==> config.mk <==
export PLATFORM = sky130hd
export DESIGN_NAME = dma_evt_ctrl
export DESIGN_NICKNAME = d
export VERILOG_FILES = /design/src/rtl/dma_evt_pkg.sv /design/src/rtl/dma_evt_regs.sv /design/src/rtl/dma_evt_match.sv /design/src/rtl/dma_evt_arb.sv /design/src/rtl/dma_evt_ctrl.sv
export SDC_FILE = /design/constraint.sdc
export NUM_CORES = 1
export LEC_CHECK = 0
export ABC_AREA = 1
export BUFFER_PORTS_ARGS = -buffer_cell sky130_fd_sc_hd__buf_2
export CAP_MARGIN = 20
export CORE_ASPECT_RATIO = 1.1
export CORE_MARGIN = 3
export CORE_UTILIZATION = 47
export DETAILED_ROUTE_END_ITERATION = 10
export GPL_ROUTABILITY_DRIVEN = 0
export GPL_TIMING_DRIVEN = 0
export HOLD_SLACK_MARGIN = 0.08
export PLACE_DENSITY = 0.86
export SYNTH_ARGS = -nofsm -noshare
export SYNTH_HDL_FRONTEND = slang
export SYNTH_HIERARCHICAL = 1
export SYNTH_SLANG_ARGS = --single-unit
==> constraint.sdc <==
create_clock -name clk -period 2.07 [get_ports clk]
set_clock_uncertainty 0.15 [all_clocks]
set_input_delay 0.207 -clock clk [delete_from_list [all_inputs] [get_ports clk]]
set_output_delay 0.207 -clock clk [all_outputs]
set_load 0.01 [all_outputs]
==> src/rtl/dma_evt_pkg.sv <==
package dma_evt_pkg;
  localparam int DATA_W   = 32;
  localparam int IRQ_W    = 8;

  // control-word bit positions (software decodes these)
  localparam int AB_LSB    = 16;
  localparam int ST_LSB    = 8;
  localparam int FORCE_BIT = 7;
  localparam int KILL_BIT  = 6;
  localparam int PATEN_BIT = 5;
  localparam int STEN_BIT  = 4;
  localparam int ABEN_BIT  = 3;

  localparam int AB_MSB    = AB_LSB + IRQ_W - 1;
  localparam int ST_MSB    = ST_LSB + IRQ_W - 1;
  localparam int NSEL      = 2;   // selector 0 = start, 1 = abort
  localparam int SEL_START = 0;
  localparam int SEL_ABORT = 1;

  typedef struct packed {
    logic [IRQ_W-1:0] ab_sel;
    logic [IRQ_W-1:0] st_sel;
    logic             pat_en;
    logic             st_en;
    logic             ab_en;
  } evt_cfg_t;

  localparam logic [IRQ_W-1:0] SEL_RST = {IRQ_W{1'b1}};
endpackage

==> src/rtl/dma_evt_regs.sv <==
module dma_evt_regs
  import dma_evt_pkg::*;
(
  input  logic              clk,
  input  logic              rst,
  input  logic              reg_we,
  input  logic [DATA_W-1:0] reg_wdata,
  output logic [DATA_W-1:0] reg_rdata,
  output evt_cfg_t          cfg,
  output logic              sw_force,
  output logic              sw_kill
);
  evt_cfg_t cfg_q;
  logic     unused_wbits;

  always_ff @(posedge clk) begin
    if (rst) begin
      cfg_q.ab_sel <= SEL_RST;
      cfg_q.st_sel <= SEL_RST;
      cfg_q.pat_en <= 1'b0;
      cfg_q.st_en  <= 1'b0;
      cfg_q.ab_en  <= 1'b0;
    end else if (reg_we) begin
      cfg_q.ab_sel <= reg_wdata[AB_MSB:AB_LSB];
      cfg_q.st_sel <= reg_wdata[ST_MSB:ST_LSB];
      cfg_q.pat_en <= reg_wdata[PATEN_BIT];
      cfg_q.st_en  <= reg_wdata[STEN_BIT];
      cfg_q.ab_en  <= reg_wdata[ABEN_BIT];
    end
  end

  // strobes live only for the write cycle; they are never stored
  assign sw_force = reg_we & reg_wdata[FORCE_BIT];
  assign sw_kill  = reg_we & reg_wdata[KILL_BIT];

  always_comb begin
    reg_rdata = '0;
    reg_rdata[AB_MSB:AB_LSB] = cfg_q.ab_sel;
    reg_rdata[ST_MSB:ST_LSB] = cfg_q.st_sel;
    reg_rdata[PATEN_BIT]     = cfg_q.pat_en;
    reg_rdata[STEN_BIT]      = cfg_q.st_en;
    reg_rdata[ABEN_BIT]      = cfg_q.ab_en;
  end

  assign cfg = cfg_q;
  assign unused_wbits = ^{reg_wdata[DATA_W-1:AB_MSB+1], reg_wdata[ABEN_BIT-1:0]};
endmodule

==> src/rtl/dma_evt_match.sv <==
module dma_evt_match
  import dma_evt_pkg::*;
(
  input  logic                  irq_vld,
  input  logic [IRQ_W-1:0]      irq_num,
  input  logic [NSEL-1:0][IRQ_W-1:0] sel,
  input  logic [NSEL-1:0]       sel_en,
  output logic [NSEL-1:0]       hit
);
  for (genvar g = 0; g < NSEL; g++) begin : g_cmp
    assign hit[g] = irq_vld & sel_en[g] & (irq_num == sel[g]);
  end
endmodule

==> src/rtl/dma_evt_arb.sv <==
module dma_evt_arb (
  input  logic clk,
  input  logic rst,
  input  logic start_hit,
  input  logic abort_hit,
  input  logic sw_force,
  input  logic sw_kill,
  input  logic pat_abort,
  input  logic ch_en,
  input  logic eng_busy,
  input  logic flag_clr,
  output logic xfer_start,
  output logic xfer_abort,
  output logic en_clr_req,
  output logic abort_flag
);
  logic any_abort;
  logic start_ok;

  assign any_abort = abort_hit | sw_kill | pat_abort;
  assign start_ok  = (start_hit | sw_force) & ch_en & ~eng_busy & ~any_abort;

  always_ff @(posedge clk) begin
    if (rst) begin
      xfer_start <= 1'b0;
      xfer_abort <= 1'b0;
      en_clr_req <= 1'b0;
      abort_flag <= 1'b0;
    end else begin
      xfer_start <= start_ok;
      xfer_abort <= any_abort;
      en_clr_req <= pat_abort;
      if (abort_hit)     abort_flag <= 1'b1;
      else if (flag_clr) abort_flag <= 1'b0;
    end
  end
endmodule

==> src/rtl/dma_evt_ctrl.sv <==
module dma_evt_ctrl
  import dma_evt_pkg::*;
(
  input  logic              clk,
  input  logic              rst,
  input  logic              reg_we,
  input  logic [DATA_W-1:0] reg_wdata,
  output logic [DATA_W-1:0] reg_rdata,
  input  logic              irq_vld,
  input  logic [IRQ_W-1:0]  irq_num,
  input  logic              ch_en,
  input  logic              eng_busy,
  input  logic              pat_match,
  input  logic              flag_clr,
  output logic              xfer_start,
  output logic              xfer_abort,
  output logic              en_clr_req,
  output logic              abort_flag
);
  evt_cfg_t                    cfg;
  logic                        sw_force, sw_kill;
  logic [NSEL-1:0][IRQ_W-1:0]  sel;
  logic [NSEL-1:0]             sel_en;
  logic [NSEL-1:0]             hit;

  dma_evt_regs u_regs (
    .clk(clk), .rst(rst), .reg_we(reg_we), .reg_wdata(reg_wdata),
    .reg_rdata(reg_rdata), .cfg(cfg), .sw_force(sw_force), .sw_kill(sw_kill)
  );

  assign sel[SEL_START]    = cfg.st_sel;
  assign sel[SEL_ABORT]    = cfg.ab_sel;
  assign sel_en[SEL_START] = cfg.st_en;
  assign sel_en[SEL_ABORT] = cfg.ab_en;

  dma_evt_match u_match (
    .irq_vld(irq_vld), .irq_num(irq_num), .sel(sel), .sel_en(sel_en), .hit(hit)
  );

  dma_evt_arb u_arb (
    .clk(clk), .rst(rst),
    .start_hit(hit[SEL_START]), .abort_hit(hit[SEL_ABORT]),
    .sw_force(sw_force), .sw_kill(sw_kill),
    .pat_abort(cfg.pat_en & pat_match),
    .ch_en(ch_en), .eng_busy(eng_busy), .flag_clr(flag_clr),
    .xfer_start(xfer_start), .xfer_abort(xfer_abort),
    .en_clr_req(en_clr_req), .abort_flag(abort_flag)
  );
endmodule

==> results.yml, run 1 <==
setup_path:
  r2r_start: "u_regs/cfg[12]$_SDFFE_PP1P_"
  worstSetupEndpointType: "register"
  r2r_cells: 10
  critPathMaxFanout: 4
  worstPathArrival_ns: 1.94
  cp.depth: 10
  required_ns: 2.13
  cp-endpoint: "u_arb/xfer_start$_SDFF_PP0_"
  startpoint: "u_regs/cfg[12]$_SDFFE_PP1P_"
  crit_buf_inv: 2
  path_cells: "inv_1 -> nand2_1 -> nand2_1 -> nor2_1 -> nand3_1 -> nor2_2 -> nor2_2 -> nand3_1 -> nor2_1 -> dlygate4sd3_1"
  crit_path_start_kind: "register"
  crit_path_max_incr_delay_ns: 0.54
  worstSetupPathType: "register to register"
  r2r-end: "u_arb/xfer_start$_SDFF_PP0_"
  r2r_slack_ns: 0.19
  crit_family: "simple AND/OR/NAND/NOR gates"
  crit_slowest_cell: "dlygate4sd3_1"
sta:
  rsz0062_at_grt: "false"
  setup_viol: 0
  period_needed_ns: 1.88
  clock.fmax_mhz: 531
  holdWs_ns: 0.101
  final_hold_viol_count: 0
  drv_slew: 0
  fin_setup_tns_ns: 0
  min_period_over_period_pct: 91.0
finish:
  nets: 372
  num_antenna_cells: 0
  n_fill_cell: 255
  syn2layout_area_growth_pct: 50.2
  drive_gt1_share_pct: 34.7
  multi_input_area_sq_um: 602
  regArea_sq_um: 460
placed_design:
  portBuffers: 58
  hpwl_mm: 2.43
synth:
  postSynthCellCount: 218
  synth-xor-area-share_pct: 2.46
  synth.avg_cell_area_sq_um: 6.54
  synthMuxAreaShare_pct: 0
  ys_warn_count: 6
  ys_seq_elements: 23
  ys_seq_area_share_pct: 32.3
  synth_cell_types: 16
  synth_top_family_by_area: "simple AND/OR/NAND/NOR gates"
  synth_compound_area_share_pct: 1.05
  netlist_area_sq_um: 1430
  synth_fa_ha_area_share_pct: 0
  synth_simple_gate_area_share_pct: 35.1
cts:
  clk_latency_ns: 0.30
  clockBufferDepth: 2
  htree_levels: 1
  tritoncts: "built"
  clk_pin_slew_worst_paths_ns: 0.12
  cts_root_buffer: "clkbuf_4"
  cts_sinks: 23
  cts_buffers: 3
detailed_routing:
  drc: 0
  via_per_inst: 4.23
  postRouteAntennaNets: 0
  vias: 1506
  drtPass1Iterations: 4
  drt_iter0_markers: 56
  wl_per_cell_um: 10.4
  drt_wl_total_mm: 3.70
die:
  start_util_pct: 50.4
  die_area_sq_um: 3730
  io_pins: 84
  die_y_um: 63.8
  rows: 20
  core_region_area_sq_um: 2830
  die_w_um: 58.5
power:
  p_leak_nw: 1.26
  power_mw: 1.02
  p_per_area_nw_per_um2: 476
  peakVddDrop_mv: 0.514
hold_path:
  min_path_type: "input pin to register"
global_routing:
  grt_pass1_wl_mm: 6.12
  grt_antenna_before_repair: 0
  track_usage_pct: 21.1
  overflow: 0
  grt_pass1_vias: 1466
  grt_max_degree: 13
flow_run:
  cap_violations: 0
run_status:
  status: "finished, final reports clean"
-- how the worst min path moves through the flow --
stage,endpoint,start,slack (ns),depth (start not counted)
3_5_place_dp,u_regs/cfg[15]$_SDFFE_PP1P_,reg_wdata[20],0.27,3
2_1_floorplan,u_arb/xfer_abort$_SDFF_PP0_,rst,0.13,1
3_3_place_gp,u_regs/cfg[6]$_SDFFE_PP1P_,reg_wdata[11],0.27,3
6_report,u_arb/xfer_abort$_SDFF_PP0_,reg_wdata[6],0.10,5
5_1_grt,u_arb/xfer_abort$_SDFF_PP0_,reg_wdata[6],0.11,5
4_1_cts,u_arb/xfer_abort$_SDFF_PP0_,reg_wdata[6],0.09,5
-- what timing repair did --
action / 4_1_cts / 5_1_grt
setup endpoints to repair: 0 / 2
buffers inserted: 0 / 0
hold buffers: 31 / 0
hold endpoints to repair: 23 / 0
resized for setup: 0 / 1
-- area by class of cell --
type	count	share of cell area, %
Buffer	37	13.6
Clock buffer	4	1.23
Inverter	31	5.67
Multi-Input combinational cell	139	28.1
Sequential cell	23	21.5
Tap cell	33	1.93
Timing Repair Buffer	89	28.0
-- state kept, by name (all words and copies together), names as in the netlist --
signal            cells
u_arb/xfer_start      1
u_arb/abort_flag      1
u_regs/cfg           19
u_arb/en_clr_req      1
u_arb/xfer_abort      1
-- synth_stat cells --
library cell   n  area share, %
a21oi_1        3            1.1
buf_2          1           0.35
buf_4         33             17
buf_6          2            1.6
buf_8          1            1.1
conb_1         1           0.26
dfxtp_1       23             32
inv_1         29            7.6
inv_2          1           0.26
inv_6          1           0.61
nand2_1       65             17
nand2_2       10            4.4
nand3_1       21            7.4
nor2_1        22            5.8
nor2_2         1           0.44
xnor2_1        4            2.5
-- kinds of logic (layout without fill, tap and decap cells) --
group           Yosys count  in the layout
xor+xnor                  4              4
flops                    23             23
other cells               1             13
simple gates            119            119
buf+inv                  68            161
compound gates            3              3
-- routing by layer --
| layer | vias up | global-route usage [%] | routed length [um] |
|---|---|---|---|
| li1 | 811 | - | - |
| met1 | 642 | 23.0 | 1420 |
| met2 | 49 | 40.2 | 2040 |
| met3 | 4 | 2.42 | 207 |
| met4 | 0 | 7.83 | 40 |
| met5 | - | 0 | 0 |
-- cell usage in the layout (no fill, tap or decap) --
cell type,n
nand3_1,21
nand2_2,10
buf_6,2
dlygate4sd3_1,31
inv_2,1
inv_1,29
buf_8,1
nor2_1,21
conb_1,13
clkbuf_1,1
inv_6,1
xnor2_1,4
buf_2,59
dfxtp_1,23
nand2_1,65
clkbuf_4,3
a21oi_1,3
buf_4,33
nor2_2,2
-- metrics by stage --
stage	std cells	worst slack [ns]	area, sq um	utilization [%]
floorplan	230	0.881	1470	-
global placement	321	0.742	1800	63.8
detailed placement	321	0.714	1800	63.8
CTS	356	0.148	2140	75.7
global route	356	0.00364	2140	75.8
finish	356	0.186	2140	75.8
-- tightest hold or removal path, cell delays in order --
cell	delay [ns]
buf_2	0.09
nand2_1	0.05
inv_1	0.03
inv_1	0.07
a21oi_1	0.07
-- power breakdown --
| group | switching, mW | internal [mW] | leakage [nW] | total, mW |
|---|---|---|---|---|
| Combinational | 0.138 | 0.176 | 1.05 | 0.315 |
| Sequential | 0.0276 | 0.471 | 0.191 | 0.498 |
| Clock | 0.131 | 0.0751 | 0.0150 | 0.207 |
Note: power is estimated with default switching activity, not from simulation.
==> inputs of run 2 (changes only) <==
--- a/config.mk
+++ b/config.mk
@@ -9,12 +9,11 @@
 export BUFFER_PORTS_ARGS = -buffer_cell sky130_fd_sc_hd__buf_2
 export CAP_MARGIN = 20
 export CORE_ASPECT_RATIO = 1.1
-export CORE_MARGIN = 3
 export CORE_UTILIZATION = 47
 export DETAILED_ROUTE_END_ITERATION = 10
 export GPL_ROUTABILITY_DRIVEN = 0
 export GPL_TIMING_DRIVEN = 0
-export HOLD_SLACK_MARGIN = 0.08
+export HOLD_SLACK_MARGIN = 0.03
 export PLACE_DENSITY = 0.86
 export SYNTH_ARGS = -nofsm -noshare
 export SYNTH_HDL_FRONTEND = slang
==> results.yml, run 2 (synthesis results as in run 1) <==
run_status:
  status: "finished, final reports clean"
die:
  io_pins: 84
  start_util_pct: 50.4
  core_region_area_sq_um: 2830
  die_y_um: 59.8
  die_area_sq_um: 3260
  rows: 20
  die_w_um: 54.5
finish:
  final_cell_mix: "nand2_1 (65), buf_2 (59), buf_4 (33)"
  drive_gt1_share_pct: 35.2
  syn2layout_area_growth_pct: 44.4
  final_util_pct: 72.8
  regArea_sq_um: 460
  n_fill_cell: 256
  fin_cells: 348
  layout.cells.most_common: "nand2_1"
  largest_reg_flops: 19
  multi_input_area_sq_um: 599
  num_antenna_cells: 0
  nets: 364
setup_path:
  startpoint: "u_regs/cfg[12]$_SDFFE_PP1P_"
  critPathMaxFanout: 4
  cp.depth: 10
  path_cells: "inv_1 -> nand2_1 -> nand2_1 -> nor2_1 -> nand3_1 -> nor2_1 -> nor2_2 -> nand3_1 -> nor2_1 -> dlygate4sd3_1"
  r2r_cells: 10
  crit_family: "simple AND/OR/NAND/NOR gates"
  crit_path_max_incr_delay_ns: 0.53
  crit_slowest_cell: "dlygate4sd3_1"
  worstSetupEndpointType: "register"
  crit_top_cell: "nor2_1"
  worstPathArrival_ns: 1.99
  r2r_start: "u_regs/cfg[12]$_SDFFE_PP1P_"
  crit_buf_inv: 2
  worstSetupPathType: "register to register"
  crit_path_start_kind: "register"
  required_ns: 2.12
detailed_routing:
  postRouteAntennaNets: 0
  wl_per_cell_um: 9.49
  drtPass1Iterations: 4
  via_per_inst: 4.24
  drt_iter0_markers: 24
  drt_wl_total_mm: 3.30
  drc: 0
  vias: 1475
power:
  p_switching_mw: 0.288
  p_per_area_nw_per_um2: 485
  p_comb_share_pct: 29.7
  p_leak_nw: 1.24
  internal_power_mw: 0.712
  peakVddDrop_mv: 0.455
  power.share.sequential_pct: 49.9
  netSwitchingFraction_pct: 28.8
  p_clk_share_pct: 20.3
global_routing:
  track_usage_pct: 21.0
  overflow: 0
  grt_max_degree: 13
  grt_antenna_before_repair: 0
  grt_pass1_vias: 1248
  grt_pass1_wl_mm: 4.93
cts:
  cts_sinks: 23
  tritoncts: "built"
  clockBufferDepth: 2
  clk_latency_ns: 0.30
  clk_pin_slew_worst_paths_ns: 0.12
  htree_levels: 1
  cts_root_buffer: "clkbuf_4"
  cts_buffers: 3
sta:
  min_period_over_period_pct: 93.5
  rsz0062_at_grt: "false"
  period_needed_ns: 1.93
  setup_viol: 0
  clock.fmax_mhz: 517
  drv_slew: 0
  fin_setup_tns_ns: 0
  final_hold_viol_count: 0
placed_design:
  portBuffers: 58
  dp.cells: 321
  hpwl_mm: 2.37
hold_path:
  whs_path_depth: 4
  hold_path.startpoint: "flag_clr"
  min_path_type: "input pin to register"
flow_run:
  cap_violations: 0
-- run 2: changes by cell type in the layout (fill, tap and decap cells not counted) --
| cell | previous run | this run |
|---|---|---|
| dlygate4sd3_1 | 31 | 23 |
| nor2_1 | 21 | 22 |
| nor2_2 | 2 | 1 |
-- run 2: worst paths after layout --
| check | end | slack (ns) |
|---|---|---|
| worst max register to register | u_arb/xfer_start$_SDFF_PP0_ | 0.14 |
| worst min register to register | u_regs/cfg[10]$_SDFFE_PP1P_ | 0.36 |
| worst min-delay path | u_arb/abort_flag$_SDFFE_PP0P_ | 0.05 |
| worst max-delay path | u_arb/xfer_start$_SDFF_PP0_ | 0.14 |
-- run 2: stage by stage --
step / cell area (sq um) / power, mW / hold slack (ns) / worst slack, ns
finish: 2060 / 0.999 / 0.0529 / 0.136
global placement: 1800 / 0.764 / 0.269 / 0.742
CTS: 2060 / 1.01 / 0.0409 / 0.157
floorplan: 1470 / 0.685 / 0.126 / 0.881
detailed placement: 1800 / 0.770 / 0.271 / 0.728
global route: 2060 / 1.07 / 0.0512 / 0.0242
-- run 2: worst reg2reg max path: cells and delay by family, from the launching register on --
kind	cells	cell delay [ns]
buf+inv	2	0.59
flops	1	0.42
simple gates	8	0.66
-- run 2: layer usage --
layer	vias up	wire [um]	part of all wire [%]	global-route usage (%)
met4	0	16	0.48	8.79
met1	631	1380	42	22.9
li1	794	-	-	-
met5	-	0	0	0
met3	2	152	4.6	3.05
met2	48	1750	53	38.9
-- run 2: power groups by stage --
stage / logic, mW / clock network, mW / registers [mW]
2_1_floorplan: 0.182 / 0 / 0.503
3_3_place_gp: 0.257 / 0 / 0.507
3_5_place_dp: 0.262 / 0 / 0.508
4_1_cts: 0.295 / 0.212 / 0.499
5_1_grt: 0.331 / 0.237 / 0.504
6_report: 0.297 / 0.203 / 0.499
-- run 2: cell type report --
cell class / instances / area share, %
Tap cell: 33 / 2.00
Timing Repair Buffer: 81 / 25.3
Buffer: 37 / 14.1
Inverter: 31 / 5.89
Sequential cell: 23 / 22.4
Clock buffer: 4 / 1.28
Multi-Input combinational cell: 139 / 29.1
-- run 2: what timing repair did --
item | 4_1_cts | 5_1_grt
buffers inserted | 0 | 0
resized for setup | 0 | 0
hold buffers | 23 | 0
hold endpoints to repair | 23 | 0
==> inputs of run 3 (changes only) <==
--- a/config.mk
+++ b/config.mk
@@ -9,12 +9,12 @@
 export BUFFER_PORTS_ARGS = -buffer_cell sky130_fd_sc_hd__buf_2
 export CAP_MARGIN = 20
 export CORE_ASPECT_RATIO = 1.1
-export CORE_UTILIZATION = 47
+export CORE_UTILIZATION = 35
 export DETAILED_ROUTE_END_ITERATION = 10
 export GPL_ROUTABILITY_DRIVEN = 0
 export GPL_TIMING_DRIVEN = 0
 export HOLD_SLACK_MARGIN = 0.03
-export PLACE_DENSITY = 0.86
+export PLACE_DENSITY = 0.68
 export SYNTH_ARGS = -nofsm -noshare
 export SYNTH_HDL_FRONTEND = slang
 export SYNTH_HIERARCHICAL = 1
==> constraint.sdc (replaced) <==
create_clock -name clk -period 2.07 [get_ports clk]
set_clock_uncertainty 0.15 [all_clocks]
set_input_delay 0.5175 -clock clk [delete_from_list [all_inputs] [get_ports clk]]
set_output_delay 0.5175 -clock clk [all_outputs]
set_load 0.01 [all_outputs]
==> results.yml, run 3 (synthesis results as in run 1) <==
run_status:
  status: "finished, final reports clean"
global_routing:
  grt_pass1_wl_mm: 4.95
  track_usage_pct: 14.8
  grt_pass1_vias: 1193
  grt_max_degree: 14
  grt_antenna_before_repair: 0
  overflow: 0
cts:
  clk_latency_ns: 0.27
  hold_buffers: 0
  cts_setup_buffers: 0
  cts_resized: 0
  cts_root_buffer: "clkbuf_8"
  htree_levels: 1
  clk_pin_slew_worst_paths_ns: 0.09
  tritoncts: "built"
  cts_sinks: 23
  cts_buffers: 3
  clockBufferDepth: 2
power:
  p_leak_nw: 1.15
  peakVddDrop_mv: 0.283
  p_per_area_nw_per_um2: 561
placed_design:
  hpwl_mm: 2.44
  dp.cells: 338
  portBuffers: 58
  post-place-ws_ns: 0.442
setup_path:
  worstSetupEndpointType: "primary output"
  crit_buf_inv: 2
  r2r-end: "u_arb/xfer_start$_SDFF_PP0_"
  r2r_cells: 9
  r2r_start: "u_regs/cfg[12]$_SDFFE_PP1P_"
  r2r_slack_ns: 0.71
  worstPathArrival_ns: 0.92
  crit_path_start_kind: "register"
  crit_path_max_incr_delay_ns: 0.41
  startpoint: "u_regs/cfg[12]$_SDFFE_PP1P_"
  critPathMaxFanout: 4
  path_cells: "buf_4 -> buf_2"
  crit_slowest_cell: "dfxtp_1"
  crit_family: "flip-flops"
  required_ns: 1.40
  worstSetupPathType: "register to primary output"
detailed_routing:
  postRouteAntennaNets: 0
  drt_iter0_markers: 55
  drtPass1Iterations: 4
  wl_per_cell_um: 8.82
  vias: 1339
  via_per_inst: 3.92
  drc: 0
  drt_wl_total_mm: 3.02
sta:
  rsz0062_at_grt: "false"
  fin_setup_tns_ns: 0
  final_hold_viol_count: 0
  setup_viol: 0
  period_needed_ns: 1.58
  drv_slew: 0
  clock.fmax_mhz: 632
  timing.final.ws_setup_ns: 0.487
  min_period_over_period_pct: 76.5
die:
  io_pins: 84
  core_region_area_sq_um: 3770
  die_area_sq_um: 4330
  die_w_um: 62.9
  start_util_pct: 37.8
  rows: 23
  die_y_um: 69.0
finish:
  syn2layout_area_growth_pct: 31.1
  num_antenna_cells: 0
  largest_reg_flops: 19
  fin_cells: 342
  final_cell_mix: "nand2_1 (65), buf_2 (59), buf_4 (33)"
  drive_gt1_share_pct: 38.4
  final_util_pct: 49.6
  layout.cells.most_common: "nand2_1"
  nets: 341
hold_path:
  whs_path_depth: 3
  hold_path.startpoint: "reg_wdata[9]"
  min_to: "u_regs/cfg[4]$_SDFFE_PP1P_"
  min_path_type: "input pin to register"
flow_run:
  cap_violations: 0
run 3: changes by cell type in the layout (fill, tap and decap cells not counted):
cell | before | now
clkbuf_1 | 1 | 0
clkbuf_8 | 0 | 3
clkbuf_4 | 3 | 0
clkinv_2 | 0 | 1
dlygate4sd3_1 | 23 | 0
run 3: where the power goes:
group / switching [mW] / internal (mW) / total (mW)
clock: 0.154 / 0.135 / 0.289
combinational: 0.124 / 0.138 / 0.262
sequential: 0.0277 / 0.470 / 0.498
run 3: cell type report:
type / count / area [sq um]
multi-input cells: 139 / 599
well taps: 50 / 62.6
clock buffers: 3 / 41.3
clock inverters: 1 / 5.00
inverters: 31 / 121
fillers: 419 / 1900
flip-flops and latches: 23 / 460
repair buffers: 58 / 290
plain buffers: 37 / 290
run 3: worst reg2reg max path, stage by stage (launching register included):
cell and delay [ns]:
dfxtp_1 0.41, inv_1 0.06, nand2_1 0.05, nand2_1 0.05
nor2_1 0.09, nand3_1 0.10, nor2_1 0.18, nor2_2 0.08
nand3_1 0.07, nor2_1 0.04
run 3: metal layers:
metal  up-vias  track usage [%]  part of all wire [%]  routed length [um]
li1        745                -                     -                   -
met1       551             16.9                    44                1330
met2        41             27.2                    49                1490
met3         2             3.13                   5.8                 174
met4         0             6.10                  0.70                  21
met5         -                0                     0                   0
run 3: worst max-delay path by stage:
stage,to,depth (start not counted)
after floorplan,u_arb/xfer_start$_SDFF_PP0_,9
after global placement,u_arb/xfer_start$_SDFF_PP0_,10
after detailed placement,u_arb/xfer_start$_SDFF_PP0_,10
after CTS,reg_rdata[20],2
after global routing,reg_rdata[19],2
final,reg_rdata[17],2
run 3: per-stage QoR:
step / power, mW / hold slack [ns] / cell area (sq um)
3_5_place_dp: 0.773 / 0.334 / 1820
6_report: 1.05 / 0.302 / 1870
2_1_floorplan: 0.685 / 0.313 / 1470
4_1_cts: 1.05 / 0.304 / 1870
5_1_grt: 1.11 / 0.305 / 1870
3_3_place_gp: 0.769 / 0.323 / 1820
